--- config.mk ---
export PLATFORM = sky130hd
export DESIGN_NAME = cfgrd_retry_engine
export DESIGN_NICKNAME = d
export VERILOG_FILES = /design/src/rtl/cfgrd_pkg.sv /design/src/rtl/cfgrd_delay.sv /design/src/rtl/cfgrd_lane.sv /design/src/rtl/cfgrd_retry_engine.sv
export SDC_FILE = /design/constraint.sdc
export NUM_CORES = 1
export LEC_CHECK = 0
export ABC_AREA = 1
export CAP_MARGIN = 20
export CORE_MARGIN = 2
export CORE_UTILIZATION = 25
export DETAILED_ROUTE_END_ITERATION = 10
export DONT_BUFFER_PORTS = 1
export PLACE_DENSITY = 0.46
export SYNTH_ARGS = -nofsm -noshare
export SYNTH_HDL_FRONTEND = slang
export SYNTH_SLANG_ARGS = --single-unit
--- constraint.sdc ---
create_clock -name clk -period 2.38 [get_ports clk]
set_clock_uncertainty 0.15 [all_clocks]
set_input_delay 0.357 -clock clk [delete_from_list [all_inputs] [get_ports clk]]
set_output_delay 0.357 -clock clk [all_outputs]
set_load 0.05 [all_outputs]
--- src/rtl/cfgrd_pkg.sv ---
package cfgrd_pkg;
  localparam int BUS_W  = 8;
  localparam int DEV_W  = 5;
  localparam int FN_W   = 3;
  localparam int OFF_W  = 12;
  localparam int WORD_W = 32;
  localparam int ADDR_W = BUS_W + DEV_W + FN_W + OFF_W - 2;

  localparam logic [WORD_W-1:0] RETRY_WORD = 32'hFFFF_0001;
  localparam logic [2:0]        STS_RETRY  = 3'd2;

  typedef enum logic [2:0] {
    ST_IDLE,
    ST_ISSUE,
    ST_WAIT,
    ST_DELAY,
    ST_DONE
  } state_t;
endpackage

--- src/rtl/cfgrd_delay.sv ---
module cfgrd_delay #(
  parameter int CLK_MHZ = 100
) (
  input  logic clk,
  input  logic rst_n,
  input  logic en,
  output logic expire
);
  localparam int CW = (CLK_MHZ > 1) ? $clog2(CLK_MHZ) : 1;

  logic [CW-1:0] cnt;

  assign expire = en && (cnt == CW'(CLK_MHZ - 1));

  always_ff @(posedge clk) begin
    if (!rst_n)              cnt <= '0;
    else if (!en || expire)  cnt <= '0;
    else                     cnt <= cnt + 1'b1;
  end


  delay_span_chk: assert property (@(posedge clk) disable iff (!rst_n)
    (cnt != '0) |-> $past(en));
endmodule

--- src/rtl/cfgrd_lane.sv ---
module cfgrd_lane #(
  parameter int WORD_W = 32
) (
  input  logic [WORD_W-1:0] word,
  input  logic [1:0]        lane,
  input  logic [2:0]        size,
  output logic [WORD_W-1:0] data
);
  logic [WORD_W-1:0] shifted;

  assign shifted = word >> {lane, 3'b000};

  always_comb begin
    case (size)
      3'd1:    data = {{(WORD_W-8){1'b0}},  shifted[7:0]};
      3'd2:    data = {{(WORD_W-16){1'b0}}, shifted[15:0]};
      default: data = word;
    endcase
  end
endmodule

--- src/rtl/cfgrd_retry_engine.sv ---
module cfgrd_retry_engine
  import cfgrd_pkg::*;
#(
  parameter int CLK_MHZ     = 100,
  parameter int RETRY_LIMIT = 500000,
  parameter int BUS_LAST    = 63
) (
  input  logic              clk,
  input  logic              rst_n,
  input  logic              req_valid,
  output logic              req_ready,
  input  logic [BUS_W-1:0]  req_bus,
  input  logic [DEV_W-1:0]  req_dev,
  input  logic [FN_W-1:0]   req_fn,
  input  logic [OFF_W-1:0]  req_off,
  input  logic [2:0]        req_size,
  output logic              rd_req_valid,
  input  logic              rd_req_ready,
  output logic [ADDR_W-1:0] rd_addr,
  output logic              rd_direct,
  input  logic              rd_rsp_valid,
  input  logic [2:0]        rd_rsp_sts,
  input  logic [WORD_W-1:0] rd_rsp_data,
  output logic              done,
  output logic              rsp_err,
  output logic [WORD_W-1:0] rsp_data
);
  localparam int TRY_W = $clog2(RETRY_LIMIT + 1);

  state_t            state;
  logic [BUS_W-1:0]  bus_q;
  logic [DEV_W-1:0]  dev_q;
  logic [FN_W-1:0]   fn_q;
  logic [OFF_W-1:0]  off_q;
  logic [2:0]        size_q;
  logic              direct_q;
  logic              err_q;
  logic [TRY_W-1:0]  tries;
  logic [WORD_W-1:0] word_q;
  logic [WORD_W-1:0] lane_data;
  logic              gap_done;
  logic              mapped;
  logic              rsp_retry;

  assign mapped    = !(((req_bus == '0) && (req_dev != '0)) || (int'(req_bus) > BUS_LAST));
  assign rsp_retry = !direct_q && ((rd_rsp_data == RETRY_WORD) || (rd_rsp_sts == STS_RETRY));

  assign req_ready    = (state == ST_IDLE);
  assign rd_req_valid = (state == ST_ISSUE);
  assign rd_addr      = {bus_q, dev_q, fn_q, off_q[OFF_W-1:2]};
  assign rd_direct    = direct_q;
  assign done         = (state == ST_DONE);
  assign rsp_err      = err_q;
  assign rsp_data     = err_q ? '1 : lane_data;

  cfgrd_delay #(.CLK_MHZ(CLK_MHZ)) u_delay (
    .clk    (clk),
    .rst_n  (rst_n),
    .en     (state == ST_DELAY),
    .expire (gap_done)
  );

  cfgrd_lane #(.WORD_W(WORD_W)) u_lane (
    .word (word_q),
    .lane (off_q[1:0]),
    .size (size_q),
    .data (lane_data)
  );

  always_ff @(posedge clk) begin
    if (!rst_n) begin
      state    <= ST_IDLE;
      bus_q    <= '0;
      dev_q    <= '0;
      fn_q     <= '0;
      off_q    <= '0;
      size_q   <= '0;
      direct_q <= 1'b0;
      err_q    <= 1'b0;
      tries    <= '0;
      word_q   <= '0;
    end else begin
      case (state)
        ST_IDLE: if (req_valid) begin
          bus_q    <= req_bus;
          dev_q    <= req_dev;
          fn_q     <= req_fn;
          off_q    <= req_off;
          size_q   <= req_size;
          direct_q <= (req_bus == '0);
          tries    <= '0;
          if (!mapped) begin
            err_q  <= 1'b1;
            word_q <= '1;
            state  <= ST_DONE;
          end else begin
            err_q  <= 1'b0;
            state  <= ST_ISSUE;
          end
        end
        ST_ISSUE: if (rd_req_ready) state <= ST_WAIT;
        ST_WAIT: if (rd_rsp_valid) begin
          if (rsp_retry) begin
            if (tries == TRY_W'(RETRY_LIMIT)) begin
              word_q <= '1;
              state  <= ST_DONE;
            end else begin
              tries <= tries + 1'b1;
              state <= ST_DELAY;
            end
          end else begin
            word_q <= rd_rsp_data;
            state  <= ST_DONE;
          end
        end
        ST_DELAY: if (gap_done) state <= ST_ISSUE;
        default:  state <= ST_IDLE;
      endcase
    end
  end


  accept_chk: assert property (@(posedge clk) disable iff (!rst_n)
    (req_valid && req_ready) |=> !req_ready);


  err_ones_chk: assert property (@(posedge clk) disable iff (!rst_n)
    (done && rsp_err) |-> (rsp_data == '1));


  rd_hold_chk: assert property (@(posedge clk) disable iff (!rst_n)
    (rd_req_valid && !rd_req_ready) |=> (rd_req_valid && $stable(rd_addr)));


  budget_chk: assert property (@(posedge clk) disable iff (!rst_n)
    int'(tries) <= RETRY_LIMIT);


  direct_once_chk: assert property (@(posedge clk) disable iff (!rst_n)
    (state == ST_WAIT && rd_rsp_valid && direct_q) |=> (state == ST_DONE));


  done_pulse_chk: assert property (@(posedge clk) disable iff (!rst_n)
    done |=> !done);
endmodule

==> impl_metrics.tcl <==
set metrics [dict create \
    synth_area_leaders "dfxtp_1 (35%), nand2_1 (16%), nor2_1 (11%)" \
    routed_wl_microns 17400 \
    nFillCells 2357 \
    synthArstFlopShare_pct 0 \
    clock_path_buffers 2 \
    slew-limit-headroom_pct 61.7 \
    die_h_microns 150 \
    drive_gt1_share_pct 10.8 \
    cp-start-kind "flop" \
    initial_core_util_pct 25.4 \
    synth_seq_cells 94 \
    grt_pass1_wl_microns 27000 \
    cts_tree "built" \
    arrival_ns 1.78 \
    syn_nets 953 \
    r2r_end "tries[18]$_SDFFE_PN0P_" \
    final_nets 993 \
    synth_top_area_share_pct 35.2 \
    critical_path.max_fanout 5 \
    final-max-slew-violation-count 0 \
    max_freq_mhz 436 \
    grtUsageTotal_pct 15.3 \
    placedCellCount 1152 \
    wl_per_cell_microns 14.5 \
    globalRoute.totalOverflow 0 \
    r2r_slack_ns 0.24 \
    syn_area_sq_um 5350 \
    hold_path.class "input port to flop" \
    die_area_sq_um 22600 \
    drc 0 \
    period_minus_slack_ns 2.29 \
    cts_num_sinks 94 \
    coreArea_sq_um 21000 \
    finalNonFillerCells 1199 \
    critPathSlowestCell "dfxtp_4" \
    hold_end "off_q[0]$_SDFFE_PN0P_" \
    grt_max_degree 66 \
    setup_viol 0 \
    synthFlopType "dfxtp_1" \
    yosysTopAreaCell "dfxtp_1" \
    hold_viol 0 \
    min_from "rst_n" \
    rsz0062_at_grt "true" \
    ff2ff_path_depth 11 \
    cts-root-buf "clkbuf_16" \
    worstMarginPinSlew_ns 0.573 \
    whs_path_depth 2 \
    drtAntennaViolNets 0 \
    slowest_delay_ns 0.38 \
    period_share_pct 96.3 \
    path_buf_inv 3 \
    portBuffers 0 \
    htree_levels 3 \
    num_vias 5394 \
    synth-seq-area-share_pct 35.2 \
    timing.rr.start "state[0]$_SDFFE_PN0P_" \
    fin_tns_setup_ns 0 \
    grt_pass1_vias 5000 \
    area_growth_pct 24.4 \
    synth_edf_count 0 \
    place_congestion 0.820 \
    worstPathCellList "clkinvlp_4 -> buf_4 -> o21ai_0 -> nand2_1 -> a21oi_1 -> o21ai_1 -> buf_12" \
    final_util_pct 31.6 \
    cts_buffers 9 \
    n_antenna_cell 0 \
    critPathRequiredTime_ns 1.87 \
    dp_hpwl_microns 12300 \
    cap_violations 0 \
    row_count 53 \
    outcome "finished, final reports clean" \
    io-pin-count 134 \
    p_leak_nw 2.65 \
    syn_inst 879 \
    chipWidth_microns 150 \
    synth_cell_types 34 \
    path_delay_family "compound AO/OA/AOI/OAI gates" \
    setup.worst_path.end_class "output port" \
    insertion_delay_ns 0.35 \
    firstDrtPassIters 5 \
    path_clk_slew_ns 0.06 \
    antenna_found_initial 0 \
    via_per_inst 4.50 \
    drt_iter0_markers 289 \
    crit_type "flop to output port" \
    ys_warn_count 0 \
    vdd_drop_max_v 0.000459 \
    holdWs_ns 0.0165 \
    power_density_nw_per_um2 812 \
    synth_area_per_cell_sq_um 6.08 \
]
[cells by family after synthesis]
kind of cell             synth area share (%)
XOR/XNOR                                 1.64
AND/OR/NAND/NOR                          34.9
adder cells (fa/ha/maj)                 0.702
flip-flops                               35.2
buffers and inverters                    11.0
AO/OA/AOI/OAI                            16.6
[stage by stage]
stage,power (mW),instance area (sq um),worst slack (ns)
2_1_floorplan,3.19,5350,-0.0324
3_3_place_gp,3.73,5940,0.283
3_5_place_dp,3.73,5940,0.263
4_1_cts,5.41,6570,0.0138
5_1_grt,5.71,6650,-0.0261
6_report,5.40,6650,0.0889
[report_power, final]
| part | switching, mW | total [mW] | internal (mW) |
|---|---|---|---|
| Combinational | 1.25 | 1.86 | 0.608 |
| Sequential | 0.217 | 1.94 | 1.72 |
| Clock | 0.651 | 1.61 | 0.955 |
[cell usage in the layout, fill, tap and decap left out, types with 5 or more instances in the layout]
| cell | netlist | final |
|---|---|---|
| dlygate4sd3_1 | 0 | 25 |
| nand2_1 | 232 | 231 |
| o21ai_2 | 0 | 6 |
| buf_4 | 17 | 48 |
| nand3_1 | 39 | 39 |
| dfxtp_1 | 94 | 93 |
| xor2_1 | 6 | 6 |
| inv_2 | 4 | 5 |
| clkbuf_16 | 0 | 10 |
| a21oi_1 | 94 | 94 |
| o21ai_1 | 9 | 37 |
| o21ai_0 | 68 | 34 |
| nor3_1 | 10 | 7 |
| nor2_1 | 159 | 159 |
| inv_1 | 75 | 73 |
| buf_12 | 0 | 10 |
[timing repair]
item | CTS | global route
cloned | 1 | 1
gates resized for setup | 4 | 15
hold buffers | 26 | 0
buffers inserted | 1 | 2
endpoints found under the hold margin | 63 | 0
pin swaps | 0 | 0
endpoints found under the setup margin | 9 | 15
[state kept, by name (all words and copies together) (netlist names)]
| signal | flops |
|---|---|
| bus_q | 8 |
| dev_q | 5 |
| fn_q | 3 |
| off_q | 12 |
| rd_direct | 1 |
| rsp_err | 1 |
| size_q | 3 |
| state | 3 |
| tries | 19 |
| u_delay.cnt | 7 |
| word_q | 32 |
[cell usage after synthesis, drive strengths merged, types with 3 or more instances]
cell and instances:
nand2 234, nor2 161, a21oi 94, dfxtp 94, inv 80, o21ai 77
nand3 40, clkbuf 32, buf 25, nor3 10, xor2 6, nand4 4
nor3b 4, xnor2 4, ha 3, or2 3
[layout make-up]
class                      count  area, sq um  share of cell area (%)
inverter                      81          310                    4.67
timing repair inverter         1         7.51                   0.113
clock inverter                 6         92.6                    1.39
multi-input combinational    647         2920                    43.9
timing repair buffer          85          847                    12.7
tap                          275          344                    5.18
clock buffer                  10          239                    3.59
sequential                    94         1890                    28.4
[metal layers]
layer  wire [microns]  share of wire (%)  track usage, %  vias up
met5                0                  0               0        -
met4              239                1.4            3.49        0
met3             1030                5.9            4.06       16
met2             8550                 49            26.8      131
met1             7570                 44            18.8     2389
li1                 -                  -               -     2858
[worst max-delay path by stage]
stage / from / cells after the start / to / slack, ns
floorplan: size_q[1]$_SDFFE_PN0P_ / 6 / rsp_data[10] / -0.03
finish: off_q[0]$_SDFFE_PN0P_ / 7 / rsp_data[6] / 0.09
global route: off_q[0]$_SDFFE_PN0P_ / 8 / rsp_data[9] / -0.03
detailed placement: off_q[0]$_SDFFE_PN0P_ / 7 / rsp_data[8] / 0.26
global placement: rd_rsp_data[9] / 13 / word_q[29]$_SDFFE_PN0P_ / 0.28
CTS: off_q[0]$_SDFFE_PN0P_ / 6 / rsp_data[4] / 0.01
Power figures use the tool's default switching activity.
